File: config.mk
export PLATFORM = sky130hd
export DESIGN_NAME = trap_ret_ctl
export DESIGN_NICKNAME = d
export VERILOG_FILES = /design/src/rtl/trap_ret_ctl.sv
export SDC_FILE = /design/constraint.sdc
export NUM_CORES = 1
export LEC_CHECK = 0
export ABC_AREA = 1
export BUFFER_PORTS_ARGS = -buffer_cell sky130_fd_sc_hd__clkbuf_2
export CAP_MARGIN = 10
export CORE_ASPECT_RATIO = 0.6
export CORE_UTILIZATION = 45
export DETAILED_ROUTE_END_ITERATION = 12
export GPL_TIMING_DRIVEN = 0
export PLACE_DENSITY_LB_ADDON = 0.2
export SLEW_MARGIN = 20
export SYNTH_ARGS = -nofsm -noshare
export SYNTH_HDL_FRONTEND = slang
export SYNTH_SLANG_ARGS = --single-unit
File: constraint.sdc
create_clock -name clk -period 3 [get_ports clk]
set_input_delay 0.6 -clock clk [delete_from_list [all_inputs] [get_ports clk]]
set_output_delay 0.6 -clock clk [all_outputs]
set_load 0.05 [all_outputs]
File: src/rtl/trap_ret_ctl.sv
module trap_ret_ctl #(
  parameter int PC_W  = 32,
  parameter int ARG_W = 32
) (
  input  logic             clk,
  input  logic             rst_n,
  input  logic             op_vld,
  input  logic             op_is_ret,
  input  logic [ARG_W-1:0] trap_base,
  input  logic [ARG_W-1:0] trap_ofs,
  input  logic [PC_W-1:0]  cur_pc,
  input  logic             psr_s,
  input  logic             psr_ps,
  input  logic             psr_et,
  input  logic             dbg_mode,
  input  logic             ret_dbg_fld,
  input  logic [PC_W-1:0]  save_pc,
  input  logic [PC_W-1:0]  save_dbg_pc,
  input  logic             save_dbg_s,
  input  logic             save_dbg_et,
  output logic             done,
  output logic             vec_vld,
  output logic [7:0]       vec_num,
  output logic             pc_vld,
  output logic [PC_W-1:0]  next_pc,
  output logic             psr_wr,
  output logic             new_s,
  output logic             new_et,
  output logic             dbg_clr,
  output logic             illegal_req,
  output logic             halt_req
);

  localparam int VEC_LO = 7;

  logic [ARG_W-1:0] sum;
  logic [7:0]       vec_d;
  logic             unused_sum_hi;

  assign sum           = trap_base + trap_ofs;
  assign vec_d         = 8'h80 + {1'b0, sum[VEC_LO-1:0]};
  assign unused_sum_hi = ^sum[ARG_W-1:VEC_LO];

  logic [PC_W-1:0] pc_step;
  logic [PC_W-1:0] d_pc;
  logic            d_halt, d_ill, d_wr, d_s, d_et, d_clr;

  assign pc_step = cur_pc + PC_W'(4);

  always_comb begin
    d_pc   = pc_step;
    d_halt = 1'b0;
    d_ill  = 1'b0;
    d_wr   = 1'b0;
    d_s    = psr_s;
    d_et   = psr_et;
    d_clr  = 1'b0;
    if (!psr_s) begin
      d_halt = !psr_et;
    end else if (psr_et) begin
      d_ill = 1'b1;
    end else if (!dbg_mode && !ret_dbg_fld) begin
      d_pc = save_pc;
      d_wr = 1'b1;
      d_et = 1'b1;
      d_s  = psr_ps;
    end else if (dbg_mode && ret_dbg_fld) begin
      d_pc  = save_dbg_pc;
      d_wr  = 1'b1;
      d_et  = save_dbg_et;
      d_s   = save_dbg_s;
      d_clr = 1'b1;
    end
  end

  always_ff @(posedge clk) begin
    if (!rst_n) begin
      done        <= 1'b0;
      vec_vld     <= 1'b0;
      vec_num     <= '0;
      pc_vld      <= 1'b0;
      next_pc     <= '0;
      psr_wr      <= 1'b0;
      new_s       <= 1'b0;
      new_et      <= 1'b0;
      dbg_clr     <= 1'b0;
      illegal_req <= 1'b0;
      halt_req    <= 1'b0;
    end else begin
      done        <= op_vld;
      vec_vld     <= op_vld && !op_is_ret;
      pc_vld      <= op_vld && op_is_ret;
      psr_wr      <= op_vld && op_is_ret && d_wr;
      dbg_clr     <= op_vld && op_is_ret && d_clr;
      illegal_req <= op_vld && op_is_ret && d_ill;
      halt_req    <= op_vld && op_is_ret && d_halt;
      if (op_vld && !op_is_ret) begin
        vec_num <= vec_d;
        new_s   <= psr_s;
        new_et  <= psr_et;
      end
      if (op_vld && op_is_ret) begin
        next_pc <= d_pc;
        new_s   <= d_s;
        new_et  <= d_et;
      end
    end
  end

  p_done_pulse_r8: assert property (@(posedge clk) disable iff (!rst_n)
    op_vld |=> done);
  p_idle_quiet_r8: assert property (@(posedge clk) disable iff (!rst_n)
    !op_vld |=> !done && !pc_vld && !vec_vld && !psr_wr && !halt_req && !illegal_req);
  p_vec_range_r2: assert property (@(posedge clk) disable iff (!rst_n)
    vec_vld |-> vec_num[7]);
  p_excl_r9: assert property (@(posedge clk) disable iff (!rst_n)
    $onehot0({halt_req, illegal_req, psr_wr}));
  p_clr_with_wr_r9: assert property (@(posedge clk) disable iff (!rst_n)
    dbg_clr |-> psr_wr);
  p_user_ret_r3: assert property (@(posedge clk) disable iff (!rst_n)
    op_vld && op_is_ret && !psr_s |=> next_pc == $past(cur_pc) + PC_W'(4) && !psr_wr && !illegal_req);
  p_enabled_ret_r4: assert property (@(posedge clk) disable iff (!rst_n)
    op_vld && op_is_ret && psr_s && psr_et |=> illegal_req && !halt_req);
  p_norm_ret_r5: assert property (@(posedge clk) disable iff (!rst_n)
    op_vld && op_is_ret && psr_s && !psr_et && !dbg_mode && !ret_dbg_fld |=> psr_wr && new_et && !dbg_clr);
  p_dbg_ret_r6: assert property (@(posedge clk) disable iff (!rst_n)
    op_vld && op_is_ret && psr_s && !psr_et && dbg_mode && ret_dbg_fld |=> dbg_clr && next_pc == $past(save_dbg_pc));
  p_mismatch_r7: assert property (@(posedge clk) disable iff (!rst_n)
    op_vld && op_is_ret && psr_s && !psr_et && (dbg_mode != ret_dbg_fld) |=> !psr_wr && !dbg_clr && !halt_req && !illegal_req);

endmodule

After elaboration in Yosys (flattened, before gate mapping)
Cells that the tools add are included.

word-level totals
  bits in registers = 49
  bits of input ports = 171
  output and inout bits = 49
  word-level logic and storage cells = 53

operators by class
  add/sub/neg operators = 3
  multiplexer cells = 26
  reduce and logical (&&, ||, !) cells = 13

operator list
  cell                     count
  $mux W32                 4
  $add A32 B3 Y32 const B  1
  $mux W1                  22
  $add A8 B7 Y8 const A    1
  $logic_and A1 B1 Y1      8
  $add A7 B7 Y7            1
  $logic_not A1 Y1         4
  $reduce_bool A2 Y1       1

Longest topological paths before layout
  depth after elaboration = 6
  depth in mapped cells = 12
  gate-level depth less buffers = 12

Worst setup path before layout
No wires, ideal clock.

  kind = input to register
  from = input port trap_base[0]
  to = register vec_num[6]
  setup time = 0.115 ns
  data arrival time = 1.911 ns
  required time = 2.885 ns
  slack = 0.974 ns
  stages on the path = 12
  path buffers = 0
  cells stage by stage = ha_1 -> fa_1 -> a21oi_1 -> o21ai_0 -> nand2_1 -> nand2_1 -> nand2_1 -> nand2_1 -> nand2_1 -> nand2_1 -> o21ai_0 -> inv_1

on the way
  longest elaborated chain between the ends = 2

RTL lines
  element                 line  RTL
  start: declaration      9     input logic [ARG_W-1:0] trap_base,
  $add A7 B7 Y7           40    assign sum = trap_base + trap_ofs;
  $add A8 B7 Y8           41    assign vec_d = 8'h80 + {1'b0, sum[VEC_LO-1:0]};
  end signal: assignment  98    vec_num <= vec_d;
  end: declaration        23    output logic [7:0] vec_num,

No other way between the ends.
A chain may end at the register's enable or synchronous reset.

Final worst setup path
Ends and elaborated chain as after synthesis.

==> key figures <==
Run status
  • Status: finished, final reports clean

GRT
  • GRT overflow: 0
  • Number of global-route vias before repair: 4468
  • GR Util All Layers: 33.8%
  • Initial antenna violation count: 0
  • Largest net degree at the start of global routing: 18
  • First-pass GRT wire length: 22500 um

Worst setup path
  • Cell family with most CP delay: adder cells
  • WP buf/inv: 2
  • Crit-path most repeated cell: nand2_1
  • Type of element capturing the critical path: flop
  • Crit-path max cell delay: 0.41 ns
  • Crit-path max FO: 2
  • CP Class: primary input to flop
  • Critical path startpoint category: primary input
  • Slowest-stage cell, CP: fa_1
  • Crit-path cells: clkbuf_2 -> ha_1 -> fa_1 -> a21oi_1 -> o21ai_0 -> nand2_1 -> nand2_1 -> nand2_1 -> nand2_1 -> nand2_1 -> nand2_1 -> o21ai_0 -> inv_1
  • Worst EP required: 3.19 ns
  • CP arrival: 2.23 ns

Yosys
  • Commonest cells post-synth: 205 x nand2_1, 90 x nor2_1, 53 x inv_1
  • Register area share after synthesis: 25.9%
  • Post-Syn Nets: 824
  • Cell taking the most area after synthesis: dfxtp_1
  • Ys flop type: dfxtp_1
  • Library cells used by synthesis: 38
  • Yosys synthesis warning count: 0
  • Post-Synth Adder-Cell Area: 3.50%
  • Mapped Cells: 643
  • Share of the synthesized area in the top cell type: 25.9%
  • Post-synthesis mux area share: 0%
  • Synth Area per Inst: 5.90 um2
  • XOR/XNOR share of the synthesized area: 2.54%
  • Syn Std Cell Area: 3790 um2
  • EDFF count, synth: 0
  • Synth async-reset ratio: 0%
  • Combinational family with the most area after synthesis: simple AND/OR/NAND/NOR gates
  • Compound-gate portion of the synthesized area: 16.4%
  • FF+latch count, synth: 49
  • Synth Area in Simple Gates: 42.1%
  • Most frequent cell after synthesis: nand2_1
  • Synth area leaders: dfxtp_1 26%, nand2_1 20%, nor2_1 8.9%

Power and ir drop
  • Flop pwr share: 37.0%
  • Part of the power in combinational logic: 31.8%
  • Sw frac: 37.6%
  • Clk pwr share: 31.3%
  • P_leak: 2.56 nW
  • Pint: 1.20 mW
  • Pwr Density: 389 nW/um2
  • Maximum vdd drop: 0.234 mV
  • Switching pwr: 720 uW

STA
  • Final Hold Viols: 0
  • Worst hold margin: 0.462 ns
  • RSZ-0062 raised after global routing: false
  • Fin. max-slew vios: 0
  • Final number of setup-violating endpoints: 0
  • Clock Skews: 0 ns
  • Crit share post-route: 67.9%
  • Final WS setup: 0.963 ns
  • Max Freq: 0.491 GHz
  • Setup TNS: 0 ns
  • Fin crit period: 2.04 ns
  • Slew headroom: 52.4%
  • Measured slew at the worst slew-check pin: 0.714 ns

Clock tree
  • Worst-skew pair later-pin latency: 0.30 ns
  • CTS clock-pin slew for the worst setup and hold paths: 0.07 ns
  • CTS Hold Bufs: 0
  • Clock buffer depth: 2
  • TritonCTS Buffers: 5
  • CTS tree: yes
  • Clock Root Buffer: clkbuf_16
  • H-tree depth: 2
  • Clock sink total: 49
  • Resized cells post-CTS: 0
  • # Post-CTS Setup Buffers: 0

Cells and area
  • Final core occ: 61.4%
  • Layout fillers: 796
  • Layout cell share with drive strength beyond 1: 26.5%
  • Final #Nets: 999
  • Layout area overhead: 29.7%
  • # diodes: 0

Die
  • Area of the core: 8010 um2
  • Standard-cell rows: 25
  • Die Ht: 73.1 um
  • Total die area: 8810 um2
  • Die X: 121 um
  • Initial Util: 47.4%
  • Top-Level Pins: 220

Place
  • Port Buffers: 168
  • Pre-CTS setup slack: 0.680 ns
  • RD Place Congestion: 0.931
  • Dpl hpwl: 11800 um

Worst hold path
  • Hold Path Class: flop to flop

Routing
  • First-pass iteration count of the detailed router: 5
  • WL/cell: 15.9 um
  • Vias per cell: 5.35
  • Drt first-iter violations: 451
  • Drc violations: 0
  • ANT nets after route: 0
  • Vias: 4956
  • Routed wire length: 14700 um

Run
  • Max-cap violations: 0
==> path summary, 6_finish.rpt <==
| kind | endpoint | startpoint | slack, ns | cells after the start |
|---|---|---|---|---|
| min reg2reg | next_pc[5]$_SDFFE_PN0P_ | next_pc[5]$_SDFFE_PN0P_ | 0.46 | 2 |
| min | next_pc[5]$_SDFFE_PN0P_ | next_pc[5]$_SDFFE_PN0P_ | 0.46 | 2 |
| max | vec_num[6]$_SDFFE_PN0P_ | trap_base[0] | 0.96 | 13 |
| max reg2reg | vec_num[3]$_SDFFE_PN0P_ | vec_num[3]$_SDFFE_PN0P_ | 2.30 | 4 |
==> cell type report <==
type                       instances  area (um2)  share of cell area (%)
clock buffer                       5         125                    2.54
multi-input combinational        510        2450                    49.8
buffer                            26         145                    2.95
inverter                          58         218                    4.43
sequential                        49         981                    19.9
timing repair buffer             168         841                    17.1
clock inverter                     3        26.3                   0.534
tap                              108         135                    2.75
==> routing by layer <==
metal  GRT usage [%]  vias to the layer above  routed length, um
met5               0                        -                  0
met4            7.27                        0                 88
met3            6.17                       10               1590
met2            52.4                      302               6140
met1            48.8                     2212               6930
li1                -                     2432                  -
==> metrics by stage <==
stage	power, mW	cells	instance area [um2]
after floorplan	1.10	643	3790
after global placement	1.30	919	4770
after detailed placement	1.32	919	4770
after CTS	1.91	927	4920
after global routing	1.99	927	4920
final	1.92	927	4920
==> cell usage in the layout, fill, tap and decap left out, types with 3 or more instances in the layout <==
cell type,synthesis,final
a21oi_1,42,42
a21oi_2,4,4
a22oi_1,4,4
a31oi_1,11,11
buf_1,5,5
buf_2,5,5
clkbuf_1,9,9
clkbuf_16,0,5
clkbuf_2,0,168
clkinv_1,3,3
dfxtp_1,49,49
ha_1,9,9
inv_1,53,53
nand2_1,205,205
nand2_2,4,4
nand3_1,50,50
nand3b_1,4,4
nand4_1,5,5
nor2_1,90,90
nor2_2,10,10
nor3_1,3,3
o211ai_1,10,10
o21ai_0,31,31
or2_2,7,7
xnor2_1,4,4
xor2_1,7,7
==> registers in the layout, summed over array words and instances (netlist names) <==
| register | flops |
|---|---|
| done | 1 |
| pc_vld | 1 |
| psr_wr | 1 |
| halt_req | 1 |
| vec_num | 8 |
| dbg_clr | 1 |
| next_pc | 32 |
| illegal_req | 1 |
| new_et | 1 |
| vec_vld | 1 |
| new_s | 1 |
==> power by group through the flow <==
stage / combinational [mW] / sequential (mW) / clock [mW]
after detailed placement: 0.597 / 0.722 / 0
final: 0.609 / 0.708 / 0.599
after global placement: 0.584 / 0.721 / 0
after floorplan: 0.246 / 0.854 / 0
after CTS: 0.600 / 0.707 / 0.598
after global routing: 0.661 / 0.712 / 0.615
==> tightest hold or removal path, delay by kind of cell (launching register included) <==
| kind | cells | cell delay, ns |
|---|---|---|
| and+or+nand+nor | 1 | 0.05 |
| AOI/OAI and AO/OA | 1 | 0.05 |
| DFF | 1 | 0.32 |
==> cells by family after synthesis <==
kind of cell | Yosys count
AOI/OAI and AO/OA | 108
xor gates and xnor gates | 11
and+or+nand+nor | 381
buffers and inverters | 84
adders and majority gates | 10
DFF | 49
(Power assumes the default switching activity.)
